`config.mk`:
```
export PLATFORM = sky130hd
export DESIGN_NAME = ccu_array
export DESIGN_NICKNAME = d
export VERILOG_FILES = /design/src/rtl/ccu_pkg.sv /design/src/rtl/ccu_timebase.sv /design/src/rtl/ccu_channel.sv /design/src/rtl/ccu_irq_gate.sv /design/src/rtl/ccu_array.sv
export SDC_FILE = /design/constraint.sdc
export NUM_CORES = 1
export LEC_CHECK = 0
export BUFFER_PORTS_ARGS = -buffer_cell sky130_fd_sc_hd__buf_4
export CAP_MARGIN = 30
export CORE_ASPECT_RATIO = 0.6
export CORE_MARGIN = 5
export CORE_UTILIZATION = 55
export DETAILED_ROUTE_END_ITERATION = 8
export PLACE_DENSITY_LB_ADDON = 0.08
export SETUP_SLACK_MARGIN = 0.4
export SLEW_MARGIN = 0
export SYNTH_ARGS = -nofsm -noshare
export SYNTH_HDL_FRONTEND = slang
export SYNTH_HIERARCHICAL = 1
export SYNTH_SLANG_ARGS = --single-unit
```
`constraint.sdc`:
```
create_clock -name clk -period 4.9 [get_ports clk]
set_clock_uncertainty 0.1 [all_clocks]
set_input_delay 0.49 -clock clk [delete_from_list [all_inputs] [get_ports clk]]
set_output_delay 0.49 -clock clk [all_outputs]
set_load 0.02 [all_outputs]
```
`src/rtl/ccu_pkg.sv`:
```
package ccu_pkg;

  localparam int MODE_W = 7;

  // bit 6 irq enable, 5 pwm, 4 toggle, 3 match, 2 compare enable, 1 falling, 0 rising
  typedef struct packed {
    logic irq_en;
    logic pwm;
    logic toggle;
    logic match;
    logic cmp_en;
    logic cap_neg;
    logic cap_pos;
  } mode_t;

  typedef enum logic [2:0] {
    CH_IDLE, CH_CAPTURE, CH_TIMER, CH_TOGGLE, CH_PWM
  } ch_kind_e;

  function automatic ch_kind_e decode_mode(mode_t m);
    ch_kind_e k;
    logic     no_cap;
    no_cap = !m.cap_pos && !m.cap_neg;
    k = CH_IDLE;
    if (!m.cmp_en && !m.match && !m.toggle && !m.pwm && !no_cap)
      k = CH_CAPTURE;
    else if (m.cmp_en && m.match && !m.toggle && !m.pwm && no_cap)
      k = CH_TIMER;
    else if (m.cmp_en && m.match && m.toggle && !m.pwm && no_cap)
      k = CH_TOGGLE;
    else if (m.cmp_en && m.pwm && !m.match && !m.toggle && no_cap)
      k = CH_PWM;
    return k;
  endfunction

endpackage

```
`src/rtl/ccu_timebase.sv`:
```
module ccu_timebase #(
  parameter int CNT_W = 16
) (
  input  logic             clk,
  input  logic             rst_n,
  input  logic             run,
  input  logic             ovf_clr,
  output logic [CNT_W-1:0] cnt_q,
  output logic             ovf_q
);
  logic [CNT_W-1:0] cnt_d;
  logic             ovf_d;
  logic             wrap;

  always_comb begin
    wrap  = run && (cnt_q == {CNT_W{1'b1}});
    cnt_d = run ? cnt_q + 1'b1 : cnt_q;
    ovf_d = wrap ? 1'b1 : (ovf_clr ? 1'b0 : ovf_q);
  end

  always_ff @(posedge clk or negedge rst_n) begin
    if (!rst_n) begin
      cnt_q <= '0;
      ovf_q <= 1'b0;
    end else begin
      cnt_q <= cnt_d;
      ovf_q <= ovf_d;
    end
  end
endmodule

```
`src/rtl/ccu_channel.sv`:
```
module ccu_channel
  import ccu_pkg::*;
#(
  parameter int CNT_W = 16
) (
  input  logic             clk,
  input  logic             rst_n,
  input  logic [CNT_W-1:0] cnt,
  input  logic             run,
  input  logic             pin_in,
  input  logic             mode_we,
  input  logic             val_we,
  input  logic             flag_clr,
  input  logic [CNT_W-1:0] wdata,
  output mode_t            mode_q,
  output logic [CNT_W-1:0] val_q,
  output logic             flag_q,
  output logic             pin_out,
  output logic             pin_oe
);
  localparam int PWM_W = CNT_W / 2;

  mode_t            mode_d;
  logic [CNT_W-1:0] val_d;
  logic             flag_d, tog_q, tog_d;
  logic [2:0]       sync_q, sync_d;
  ch_kind_e         kind;
  logic             rise, fall, cap_hit, cmp_hit, reload, pwm_lvl;

  always_comb begin
    kind    = decode_mode(mode_q);
    rise    = sync_q[1] && !sync_q[2];
    fall    = !sync_q[1] && sync_q[2];
    cap_hit = (kind == CH_CAPTURE) &&
              ((mode_q.cap_pos && rise) || (mode_q.cap_neg && fall));
    cmp_hit = ((kind == CH_TIMER) || (kind == CH_TOGGLE)) && run && (cnt == val_q);
    reload  = (kind == CH_PWM) && run && (cnt[PWM_W-1:0] == {PWM_W{1'b1}});
    pwm_lvl = cnt[PWM_W-1:0] >= val_q[PWM_W-1:0];

    val_d = val_q;
    if (cap_hit)      val_d = cnt;
    else if (reload)  val_d = {val_q[CNT_W-1:PWM_W], val_q[CNT_W-1:PWM_W]};
    else if (val_we)  val_d = wdata;

    mode_d = mode_we ? mode_t'(wdata[MODE_W-1:0]) : mode_q;
    flag_d = (cap_hit || cmp_hit) ? 1'b1 : (flag_clr ? 1'b0 : flag_q);
    tog_d  = ((kind == CH_TOGGLE) && cmp_hit) ? !tog_q : tog_q;
    sync_d = {sync_q[1:0], pin_in};

    pin_oe  = (kind == CH_TOGGLE) || (kind == CH_PWM);
    pin_out = (kind == CH_PWM) ? pwm_lvl : ((kind == CH_TOGGLE) ? tog_q : 1'b0);
  end

  always_ff @(posedge clk or negedge rst_n) begin
    if (!rst_n) begin
      mode_q <= '0;
      val_q  <= '0;
      flag_q <= 1'b0;
      tog_q  <= 1'b0;
      sync_q <= '0;
    end else begin
      mode_q <= mode_d;
      val_q  <= val_d;
      flag_q <= flag_d;
      tog_q  <= tog_d;
      sync_q <= sync_d;
    end
  end
endmodule

```
`src/rtl/ccu_irq_gate.sv`:
```
module ccu_irq_gate #(
  parameter int NSRC = 6
) (
  input  logic [NSRC-1:0] src_flag,
  input  logic [NSRC-1:0] src_en,
  input  logic            blk_en,
  input  logic            gie,
  output logic            irq
);
  always_comb irq = gie && blk_en && (|(src_flag & src_en));
endmodule

```
`src/rtl/ccu_array.sv`:
```
module ccu_array
  import ccu_pkg::*;
#(
  parameter int NCH    = 5,
  parameter int CNT_W  = 16,
  parameter int ADDR_W = 4
) (
  input  logic              clk,
  input  logic              rst_n,
  input  logic              bus_wr,
  input  logic [ADDR_W-1:0] bus_addr,
  input  logic [CNT_W-1:0]  bus_wdata,
  output logic [CNT_W-1:0]  bus_rdata,
  input  logic              gie,
  input  logic [NCH-1:0]    ch_pin_in,
  output logic [NCH-1:0]    ch_pin_out,
  output logic [NCH-1:0]    ch_pin_oe,
  output logic              irq
);
  localparam int CTRL_ADDR = 0;
  localparam int FLAG_ADDR = 1;
  localparam int MODE_BASE = 2;
  localparam int VAL_BASE  = MODE_BASE + NCH;
  localparam int CNT_ADDR  = VAL_BASE + NCH;
  localparam int RUN_BIT = 0, OVF_IE_BIT = 1, BLK_IE_BIT = 2;

  logic [1:0]       rst_pipe;
  logic             rst_sync_n;
  logic [2:0]       ctrl_q, ctrl_d;
  logic             flag_wr;
  logic [CNT_W-1:0] cnt_q;
  logic             ovf_q;
  logic [NCH-1:0]   ch_flag, ch_ie;
  mode_t            mode_q [NCH];
  logic [CNT_W-1:0] val_q  [NCH];

  always_ff @(posedge clk or negedge rst_n) begin
    if (!rst_n) rst_pipe <= '0;
    else        rst_pipe <= {rst_pipe[0], 1'b1};
  end
  assign rst_sync_n = rst_pipe[1];

  always_comb begin
    flag_wr = bus_wr && (bus_addr == ADDR_W'(FLAG_ADDR));
    ctrl_d  = (bus_wr && (bus_addr == ADDR_W'(CTRL_ADDR))) ? bus_wdata[2:0] : ctrl_q;
  end

  always_ff @(posedge clk or negedge rst_sync_n) begin
    if (!rst_sync_n) ctrl_q <= '0;
    else             ctrl_q <= ctrl_d;
  end

  ccu_timebase #(.CNT_W(CNT_W)) u_tb (
    .clk     (clk),
    .rst_n   (rst_sync_n),
    .run     (ctrl_q[RUN_BIT]),
    .ovf_clr (flag_wr && !bus_wdata[NCH]),
    .cnt_q   (cnt_q),
    .ovf_q   (ovf_q)
  );

  for (genvar g = 0; g < NCH; g++) begin : g_ch
    ccu_channel #(.CNT_W(CNT_W)) u_ch (
      .clk      (clk),
      .rst_n    (rst_sync_n),
      .cnt      (cnt_q),
      .run      (ctrl_q[RUN_BIT]),
      .pin_in   (ch_pin_in[g]),
      .mode_we  (bus_wr && (bus_addr == ADDR_W'(MODE_BASE + g))),
      .val_we   (bus_wr && (bus_addr == ADDR_W'(VAL_BASE + g))),
      .flag_clr (flag_wr && !bus_wdata[g]),
      .wdata    (bus_wdata),
      .mode_q   (mode_q[g]),
      .val_q    (val_q[g]),
      .flag_q   (ch_flag[g]),
      .pin_out  (ch_pin_out[g]),
      .pin_oe   (ch_pin_oe[g])
    );
    assign ch_ie[g] = mode_q[g].irq_en;
  end

  ccu_irq_gate #(.NSRC(NCH + 1)) u_irq (
    .src_flag ({ovf_q, ch_flag}),
    .src_en   ({ctrl_q[OVF_IE_BIT], ch_ie}),
    .blk_en   (ctrl_q[BLK_IE_BIT]),
    .gie      (gie),
    .irq      (irq)
  );

  always_comb begin
    bus_rdata = '0;
    if (bus_addr == ADDR_W'(CTRL_ADDR)) bus_rdata[2:0]   = ctrl_q;
    if (bus_addr == ADDR_W'(FLAG_ADDR)) bus_rdata[NCH:0] = {ovf_q, ch_flag};
    if (bus_addr == ADDR_W'(CNT_ADDR))  bus_rdata        = cnt_q;
    for (int i = 0; i < NCH; i++) begin
      if (bus_addr == ADDR_W'(MODE_BASE + i)) bus_rdata[MODE_W-1:0] = mode_q[i];
      if (bus_addr == ADDR_W'(VAL_BASE + i))  bus_rdata = val_q[i];
    end
  end
endmodule

```
==> impl_metrics.env, run 1 <==
export IMPL_clk_latency_ns=0.45
export IMPL_hpwl_mm=28.4
export IMPL_avgSynthCellArea_um2=10.0
export IMPL_cts_clk_slew_worst_paths_ns=0.07
export IMPL_grt_busiest_layer="met1"
export IMPL_floorplan_rows=41
export IMPL_power_switching_w=0.00241
export IMPL_avgViaCountPerCell=6.93
export IMPL_antenna_found_initial=0
export IMPL_worstHoldPathType="in -> reg"
export IMPL_switching_share_pct=41.3
export IMPL_hold_viol=0
export IMPL_dr_pass1_iters=8
export IMPL_synth_edff_count=0
export IMPL_cts_tree="yes"
export IMPL_p_leak_nw=5.70
export IMPL_ys_types=74
export IMPL_ys_seq_area_share_pct=34.9
export IMPL_setup_slack_ns=1.34
export IMPL_synth_top_family_by_area="simple AND/OR/NAND/NOR gates"
export IMPL_cp_top_family="simple AND/OR/NAND/NOR gates"
export IMPL_ys_top_cells_by_count="162 x dfrtp_1, 85 x mux2i_1, 77 x nor2_1, 55 x inv_1, 53 x nor4_1"
export IMPL_max_freq_mhz=281
export IMPL_io_buffers=55
export IMPL_synth_compound_area_share_pct=18.2
export IMPL_async_flop_share_pct=100
export IMPL_drtIter0Drc=1339
export IMPL_post_drt_wl_per_cell_um=27.8
export IMPL_max_slew_worst_pin_slew_ns=1.08
export IMPL_cts_made_buffers=17
export IMPL_power_density_nw_per_um2=460
export IMPL_grt_pass1_wl_mm=62.0
export IMPL_synth_net_count=1232
export IMPL_drive_gt1_share_pct=17.5
export IMPL_crit_chain="buf_4, nand2b_1, nor2_1, a221oi_2, a22oi_1, a221o_1, buf_4"
export IMPL_pwr_share_comb_pct=35.3
export IMPL_tns_ns=0
export IMPL_grt_start_max_net_pins=161
export IMPL_nets=1254
export IMPL_yosysWarnings=6
export IMPL_peakVddDrop_mv=0.353
export IMPL_yosysTopAreaCellShare_pct=34.9
export IMPL_ant_nets=0
export IMPL_final_util_pct=60.9
export IMPL_crit_type="in -> out"
export IMPL_cp_required_ns=4.31
export IMPL_place_congestion=0.994
export IMPL_crit_slowest_cell="nand2b_1"
export IMPL_grtUsageMet2_pct=44.5
export IMPL_synth_most_common_cell="dfrtp_1"
export IMPL_cp_common_cell="buf_4"
export IMPL_cp_max_fo=47
export IMPL_overflow=0
export IMPL_place_ws_ns=1.43
export IMPL_crit_arrival_ns=2.97
export IMPL_met1_usage_pct=54.1
export IMPL_critPathMaxStageDelay_ns=0.69
export IMPL_critPathCaptureType="output port"
export IMPL_ys_seq_elements=162
export IMPL_root_buffer="clkbuf_16"
export IMPL_max_slew_margin_pct=28.2
export IMPL_intPower_w=0.00343
export IMPL_dieArea_um2=24200
export IMPL_status="finished clean"
export IMPL_synth_area_leader_cell="dfrtp_1"
export IMPL_maxSlewViolCount=0
export IMPL_post_cts_resized=0
export IMPL_synth_area_top_cells="dfrtp_1 35%, mux2i_1 7.3%, ha_1 4.4%"
export IMPL_drv_cap=0
export IMPL_ioPinCount=56
export IMPL_syn_to_final_growth_pct=9.46
export IMPL_globalRouteTotalUtil_pct=34.2
export IMPL_die_h_um=123
export IMPL_clock_sinks=162
export IMPL_fin_crit_ns=3.56
export IMPL_initial_utilization_pct=55.7
export IMPL_drt_total_wl_mm=41.0
export IMPL_rsz0062_at_grt="false"
export IMPL_n_antenna_cell=0
export IMPL_power_frac_clock_pct=23.6
export IMPL_p_seq_share_pct=41.1
export IMPL_synth_simple_area_share_pct=20.5
export IMPL_cts_htree_levels=4
export IMPL_muxShareOfSynthArea_pct=11.9
export IMPL_setup_viol=0
export IMPL_path_buf_inv=2
export IMPL_cts_buffer_depth=2
export IMPL_drc=0
export IMPL_netlist_instances=1162
export IMPL_vias=10200
export IMPL_n_fill_cell=1781
export IMPL_synthAdderAreaFrac_pct=4.41
export IMPL_die_x_um=198
export IMPL_grt_use_met3_pct=10.2
export IMPL_ys_flop_type="dfrtp_1"
export IMPL_grt_pass1_vias=9728
export IMPL_fin_crit_sh_pct=72.7
export IMPL_core_um2=20900
export IMPL_start_kind="primary input"
export IMPL_netlist_area_um2=11600
export IMPL_synth_xor_area_share_pct=4.52
[final timing paths]
kind                          startpoint                endpoint  slack (ns)  cells past startpoint
setup / recovery             bus_addr[2]            bus_rdata[6]        1.34                      7
hold / removal              ch_pin_in[1]  g_ch[1].u_ch/sync_q[0]        0.05                      1
setup reg to reg           u_tb/cnt_q[5]  g_ch[2].u_ch/val_q[13]        1.89                      4
hold reg to reg              rst_pipe[0]             rst_pipe[1]        0.25                      0
max in group asynchronous    rst_pipe[1]  g_ch[1].u_ch/mode_q[5]        3.62                      1
min in group asynchronous          rst_n             rst_pipe[0]        0.26                      2
[metrics by stage]
stage	cell area, um2	power [W]	instances	hold WS [ns]
after floorplan	11600	0.00354	1162	0.0944
after global placement	12100	0.00428	1441	0.174
after detailed placement	12100	0.00433	1442	0.174
after CTS	12700	0.00573	1475	0.0375
after global routing	12700	0.00614	1476	0.0337
final	12700	0.00585	1476	0.0494
[what timing repair did]
item | in CTS | in global routing
buffers inserted | 0 | 0
hold endpoints to repair | 2 | 0
hold buffers | 1 | 0
[logic make-up (layout without fill, tap and decap cells)]
logic type / Yosys count / after routing
flip-flops: 162 / 162
AND/OR/NAND/NOR: 390 / 390
multiplexers: 132 / 132
XOR/XNOR: 60 / 60
AO/OA/AOI/OAI: 249 / 249
adder cells (fa/ha/maj): 41 / 41
other: 1 / 1
buffers and inverters: 127 / 162
[registers in the layout, summed over array words and instances, names as in the netlist]
name              count
g_ch.u_ch/mode_q     35
ctrl_q                3
rst_pipe              2
g_ch.u_ch/tog_q       5
g_ch.u_ch/val_q      80
u_tb/cnt_q           16
u_tb/ovf_q            1
g_ch.u_ch/sync_q     15
g_ch.u_ch/flag_q      5
[power groups by stage]
| stage | combinational (W) | sequential (W) | clock [W] |
|---|---|---|---|
| after floorplan | 0.00143 | 0.00212 | 0 |
| after global placement | 0.00189 | 0.00239 | 0 |
| after detailed placement | 0.00194 | 0.00239 | 0 |
| after CTS | 0.00196 | 0.00238 | 0.00139 |
| after global routing | 0.00226 | 0.00242 | 0.00146 |
| final | 0.00206 | 0.00240 | 0.00138 |
[final cells by class]
class,instances,area [um2],share of cell area (%)
Multi-Input combinational cell,873,6920,54.4
Sequential cell,162,4060,31.9
Timing Repair Buffer,74,598,4.70
Clock buffer,18,439,3.45
Tap cell,279,349,2.74
Inverter,56,210,1.65
Clock inverter,14,153,1.20
[placed cells by master (no fill, tap or decap), drive strengths merged, types with 5 or more instances in the layout]
| cell type | n |
|---|---|
| o211ai | 5 |
| and3b | 13 |
| nand4 | 17 |
| nor3 | 13 |
| and2 | 49 |
| a311oi | 45 |
| nor3b | 12 |
| a22o | 11 |
| o21ai | 28 |
| buf | 73 |
| a22oi | 15 |
| mux2i | 85 |
| nor2 | 79 |
| o21a | 9 |
| nand4b | 9 |
| o31ai | 5 |
| nand2 | 37 |
| dfrtp | 162 |
| a21oi | 30 |
| nor4 | 60 |
| ha | 41 |
| clkbuf | 18 |
| o22ai | 15 |
| and3 | 15 |
| inv | 61 |
| a211oi | 7 |
| nand3 | 27 |
| and4 | 8 |
| or2 | 5 |
| nand3b | 6 |
| a221o | 14 |
| xnor2 | 13 |
| o2bb2ai | 41 |
| xor2 | 47 |
| mux2 | 47 |
| nor2b | 17 |
| nand2b | 10 |
[metal layers]
layer / share of wire [%] / routed length, um / up-vias
li1: - / - / 4433
met5: 0 / 0 / -
met2: 38 / 15700 / 697
met4: 2.5 / 1020 / 0
met1: 46 / 18700 / 5000
met3: 14 / 5620 / 99
Power figures use the tool's default switching activity.
==> inputs of run 2 (changes only) <==
==> constraint.sdc (replaced) <==
create_clock -name clk -period 3.5 [get_ports clk]
set_clock_uncertainty 0.1 [all_clocks]
set_input_delay 0.35 -clock clk [delete_from_list [all_inputs] [get_ports clk]]
set_output_delay 0.35 -clock clk [all_outputs]
set_load 0.02 [all_outputs]
==> impl_metrics.env, run 2 (synthesis results as in run 1) <==
export IMPL_critPathMaxStageDelay_ns=0.63
export IMPL_hpwl_mm=30.1
export IMPL_drc=0
export IMPL_cp_top_family="compound AO/OA/AOI/OAI gates"
export IMPL_worstHoldPathType="reg -> async"
export IMPL_clk_latency_ns=0.45
export IMPL_cts_made_buffers=17
export IMPL_maxSlewViolCount=0
export IMPL_initial_utilization_pct=55.7
export IMPL_cts_clk_slew_worst_paths_ns=0.07
export IMPL_cp_common_cell="buf_4"
export IMPL_crit_arrival_ns=2.55
export IMPL_status="finished clean"
export IMPL_fin_area_um2=12900
export IMPL_start_kind="flop"
export IMPL_avgViaCountPerCell=6.91
export IMPL_cp_max_fo=10
export IMPL_max_freq_mhz=334
export IMPL_final_common_cell="dfrtp_1"
export IMPL_antenna_found_initial=0
export IMPL_n_fill_cell=1777
export IMPL_cp_required_ns=3.05
export IMPL_fin_crit_sh_pct=85.6
export IMPL_power_w=0.00809
export IMPL_cp_startpoint="u_tb/cnt_q[3]"
export IMPL_power_density_nw_per_um2=625
export IMPL_cts_htree_levels=4
export IMPL_r2r_start="u_tb/cnt_q[10]"
export IMPL_rsz0062_at_grt="false"
export IMPL_critPathCaptureType="output port"
export IMPL_seq_area_um2=4060
export IMPL_core_um2=20900
export IMPL_hold_viol=0
export IMPL_layout_cells_non_filler=1507
export IMPL_cts_tree="yes"
export IMPL_drt_total_wl_mm=41.3
export IMPL_clock_sinks=162
export IMPL_grt_start_max_net_pins=68
export IMPL_root_buffer="clkbuf_16"
export IMPL_die_x_um=198
export IMPL_n_antenna_cell=0
export IMPL_drv_cap=0
export IMPL_top_regs="g_ch.u_ch/val_q: 80 flops, g_ch.u_ch/mode_q: 35 flops, u_tb/cnt_q: 16 flops"
export IMPL_dpl_cell_area_um2=12300
export IMPL_layout_common_cells="158 x dfrtp_1, 94 x buf_4, 85 x mux2i_1"
export IMPL_cts_buffer_depth=2
export IMPL_crit_type="reg -> out"
export IMPL_largest_register_ffs=80
export IMPL_syn_to_final_growth_pct=11.3
export IMPL_place_congestion=1.01
export IMPL_tns_ns=0
export IMPL_setup_viol=0
export IMPL_max_slew_worst_pin_slew_ns=1.08
export IMPL_overflow=0
export IMPL_fin_crit_ns=3.00
export IMPL_p_leak_nw=5.82
export IMPL_multi_input_area_um2=6920
export IMPL_die_h_um=123
export IMPL_vias=10400
export IMPL_globalRouteTotalUtil_pct=34.2
export IMPL_post_cts_setup_buffers=0
export IMPL_drive_gt1_share_pct=19.1
export IMPL_max_slew_margin_pct=27.5
export IMPL_floorplan_rows=41
export IMPL_dieArea_um2=24200
export IMPL_peakVddDrop_mv=0.405
export IMPL_crit_slowest_cell="dfrtp_1"
export IMPL_largest_register="g_ch.u_ch/val_q"
export IMPL_path_buf_inv=2
export IMPL_drtIter0Drc=1513
export IMPL_nets=1285
export IMPL_io_buffers=55
export IMPL_placed_cells=1467
export IMPL_grt_pass1_wl_mm=61.9
export IMPL_ant_nets=0
export IMPL_ioPinCount=56
export IMPL_dr_pass1_iters=7
export IMPL_post_drt_wl_per_cell_um=27.4
export IMPL_crit_chain="buf_4, nand4bb_1, a221o_1, a211oi_1, o22ai_1, a21oi_1, buf_4"
export IMPL_grt_pass1_vias=9528
==> run 2: metal layers <==
layer  part of all wire, %  GRT usage, %  vias to the layer above
met3                    13          10.8                       57
met5                     0             0                        -
met2                    39          45.4                      698
li1                      -             -                     4498
met4                   1.5          6.62                        0
met1                    46          54.0                     5155
==> run 2: worst paths after layout <==
kind	depth (start not counted)	slack, ns	end
min reg2reg	0	0.003	u_tb/cnt_q[7]
max in group asynchronous	2	2.43	u_tb/cnt_q[0]
max	7	0.50	bus_rdata[3]
min in group clk	3	0.20	g_ch[2].u_ch/mode_q[4]
min	0	0.003	u_tb/cnt_q[7]
max reg2reg	4	0.94	g_ch[3].u_ch/tog_q
==> run 2: timing repair <==
action / CTS / global route
gates resized for setup: 1 / 2
setup endpoints to repair: 2 / 2
hold endpoints to repair: 7 / 0
gates cloned: 0 / 0
hold buffers: 6 / 0
==> run 2: area by class of cell <==
| class | instances | share of cell area, % |
|---|---|---|
| Clock inverter | 7 | 0.396 |
| Tap cell | 279 | 2.70 |
| Inverter | 56 | 1.62 |
| Sequential cell | 162 | 31.4 |
| Timing Repair Buffer | 105 | 6.63 |
| Multi-Input combinational cell | 873 | 53.4 |
| Clock buffer | 25 | 3.83 |
==> run 2: worst register-to-register path, delay by kind of cell, from the launching register on <==
family	cells	cell delay [ns]
and+or+nand+nor	2	1.29
xor gates and xnor gates	2	0.30
DFF	1	0.79
==> run 2: stage by stage <==
stage	setup WS (ns)	hold WS (ns)	utilization (%)
6_report	0.503	0.00299	62.0
5_1_grt	0.403	0.00755	62.0
4_1_cts	0.489	0.0930	61.8
3_5_place_dp	0.752	0.0345	58.9
3_3_place_gp	0.764	0.0333	58.9
2_1_floorplan	0.719	-0.0456	-
==> run 2: power by group <==
group | internal (W) | switching, W | leakage (nW)
combinational | 0.00136 | 0.00152 | 3.61
clock | 0.000983 | 0.000823 | 0.252
sequential | 0.00240 | 0.00101 | 1.96
==> inputs of run 3 (changes only) <==
--- a/config.mk
+++ b/config.mk
@@ -8,10 +8,12 @@
 export BUFFER_PORTS_ARGS = -buffer_cell sky130_fd_sc_hd__buf_4
 export CAP_MARGIN = 30
 export CORE_ASPECT_RATIO = 0.6
-export CORE_MARGIN = 5
+export CORE_MARGIN = 2
 export CORE_UTILIZATION = 55
+export CTS_CLUSTER_SIZE = 8
 export DETAILED_ROUTE_END_ITERATION = 8
 export PLACE_DENSITY_LB_ADDON = 0.08
+export RECOVER_POWER = 100
 export SETUP_SLACK_MARGIN = 0.4
 export SLEW_MARGIN = 0
 export SYNTH_ARGS = -nofsm -noshare
==> impl_metrics.env, run 3 (synthesis results as in run 1) <==
export IMPL_cts_made_buffers=17
export IMPL_dieArea_um2=22300
export IMPL_core_um2=20900
export IMPL_met1_usage_pct=58.2
export IMPL_start_kind="primary input"
export IMPL_overflow=0
export IMPL_top_regs="g_ch.u_ch/val_q: 80 flops, g_ch.u_ch/mode_q: 35 flops, u_tb/cnt_q: 16 flops"
export IMPL_critPathCaptureType="output port"
export IMPL_die_x_um=192
export IMPL_setup_viol=0
export IMPL_ant_nets=0
export IMPL_violations="max-capacitance violations, max-slew violations"
export IMPL_cp_startpoint="bus_addr[2]"
export IMPL_grt_pass1_vias=9436
export IMPL_crit_chain="buf_4, nor2b_1, clkbuf_1, nand2_1, o22ai_1, a21oi_1, a221o_1, buf_4"
export IMPL_cts_clk_slew_worst_paths_ns=0.06
export IMPL_worstHoldPathType="in -> async"
export IMPL_max_slew_worst_pin_slew_ns=2.11
export IMPL_grt_busiest_layer="met1"
export IMPL_nets=1280
export IMPL_cts_buffer_depth=2
export IMPL_crit_slowest_cell="clkbuf_1"
export IMPL_cp_max_fo=47
export IMPL_layout_common_cells="159 x dfrtp_1, 85 x mux2i_1, 79 x nor2_1"
export IMPL_die_h_um=117
export IMPL_cp_top_family="buffers and inverters"
export IMPL_post_drt_wl_per_cell_um=27.7
export IMPL_avgViaCountPerCell=6.82
export IMPL_globalRouteTotalUtil_pct=38.2
export IMPL_cp_required_ns=3.05
export IMPL_n_fill_cell=1838
export IMPL_drc=0
export IMPL_max_slew_margin_pct=-40.7
export IMPL_fin_crit_ns=3.18
export IMPL_initial_utilization_pct=55.7
export IMPL_place_congestion=0.962
export IMPL_cp_common_cell="buf_4"
export IMPL_crit_arrival_ns=2.73
export IMPL_crit_type="in -> out"
export IMPL_floorplan_rows=41
export IMPL_power_w=0.00805
export IMPL_peakVddDrop_mv=0.409
export IMPL_grt_pass1_wl_mm=61.8
export IMPL_ioPinCount=56
export IMPL_hpwl_mm=30.1
export IMPL_final_common_cell="dfrtp_1"
export IMPL_drt_total_wl_mm=41.6
export IMPL_largest_register_ffs=80
export IMPL_antenna_found_initial=2
export IMPL_cts_htree_levels=4
export IMPL_path_buf_inv=3
export IMPL_place_ws_ns=0.846
export IMPL_setup_slack_ns=0.322
export IMPL_grtUsageMet2_pct=50.0
export IMPL_dr_pass1_iters=5
export IMPL_fin_crit_sh_pct=90.8
export IMPL_vias=10200
export IMPL_grt_start_max_net_pins=48
export IMPL_clock_sinks=162
export IMPL_status="finished with violations"
export IMPL_rsz0062_at_grt="false"
export IMPL_drive_gt1_share_pct=15.2
export IMPL_maxSlewViolCount=46
export IMPL_cts_tree="yes"
export IMPL_final_util_pct=60.8
export IMPL_grt_use_met3_pct=12.6
export IMPL_io_buffers=55
export IMPL_drv_cap=1
export IMPL_r2r_start="u_tb/cnt_q[3]"
export IMPL_clk_latency_ns=0.45
export IMPL_hold_viol=0
export IMPL_critPathMaxStageDelay_ns=0.64
export IMPL_largest_register="g_ch.u_ch/val_q"
export IMPL_dpl_cell_area_um2=12300
export IMPL_power_density_nw_per_um2=634
export IMPL_root_buffer="clkbuf_16"
export IMPL_syn_to_final_growth_pct=9.23
export IMPL_tns_ns=0
export IMPL_fin_area_um2=12700
export IMPL_drtIter0Drc=1300
export IMPL_p_leak_nw=5.68
export IMPL_max_freq_mhz=315
## run 3: path summary, 6_finish.rpt
check	endpoint	slack, ns	cells after the start
worst max-delay path	bus_rdata[0]	0.32	8
worst min-delay path	rst_pipe[1]	0.12	2
worst max register to register	g_ch[3].u_ch/val_q[3]	0.64	6
worst min register to register	g_ch[1].u_ch/sync_q[1]	0.25	0
max in group asynchronous	g_ch[3].u_ch/val_q[15]	0.95	1
min in group clk	g_ch[3].u_ch/mode_q[4]	0.19	3
## run 3: per-layer routing
layer | wire length, um | vias up
li1 | - | 4484
met2 | 16100 | 640
met4 | 1000 | 2
met3 | 5170 | 79
met5 | 73 | -
met1 | 19300 | 5038
## run 3: power by group
part / switching [W] / internal, W
logic: 0.00147 / 0.00128
clock network: 0.000825 / 0.00104
registers: 0.00104 / 0.00240
## run 3: worst register-to-register path, stage by stage (launching register included)
cell and delay (ns):
dfrtp_1 0.67, clkbuf_1 0.39, and4_1 0.25, nand4_1 0.11
clkbuf_1 0.31, or2_0 0.55, a311oi_1 0.38
## run 3: cell type report
cell class,instances,area (um2),area share (%)
Inverter,56,210,1.66
Tap cell,279,349,2.75
Sequential cell,162,4060,32.0
Clock inverter,10,98.8,0.779
Antenna cell,1,2.50,0.0197
Multi-Input combinational cell,873,6800,53.6
Timing Repair Buffer,100,699,5.51
Clock buffer,22,474,3.74
## run 3: per-stage QoR
stage | std cells | hold slack, ns
final | 1503 | 0.121
after global routing | 1502 | 0.109
after CTS | 1502 | 0.105
after detailed placement | 1464 | 0.0340
after global placement | 1464 | 0.0330
after floorplan | 1162 | -0.0456
## run 3: what timing repair did
| item | 4_1_cts | 5_1_grt |
|---|---|---|
| endpoints found under the hold margin | 7 | 0 |
| buffers inserted | 0 | 0 |
| setup endpoints to repair | 0 | 5 |
| hold buffers | 6 | 0 |
| gates resized for setup | 0 | 3 |
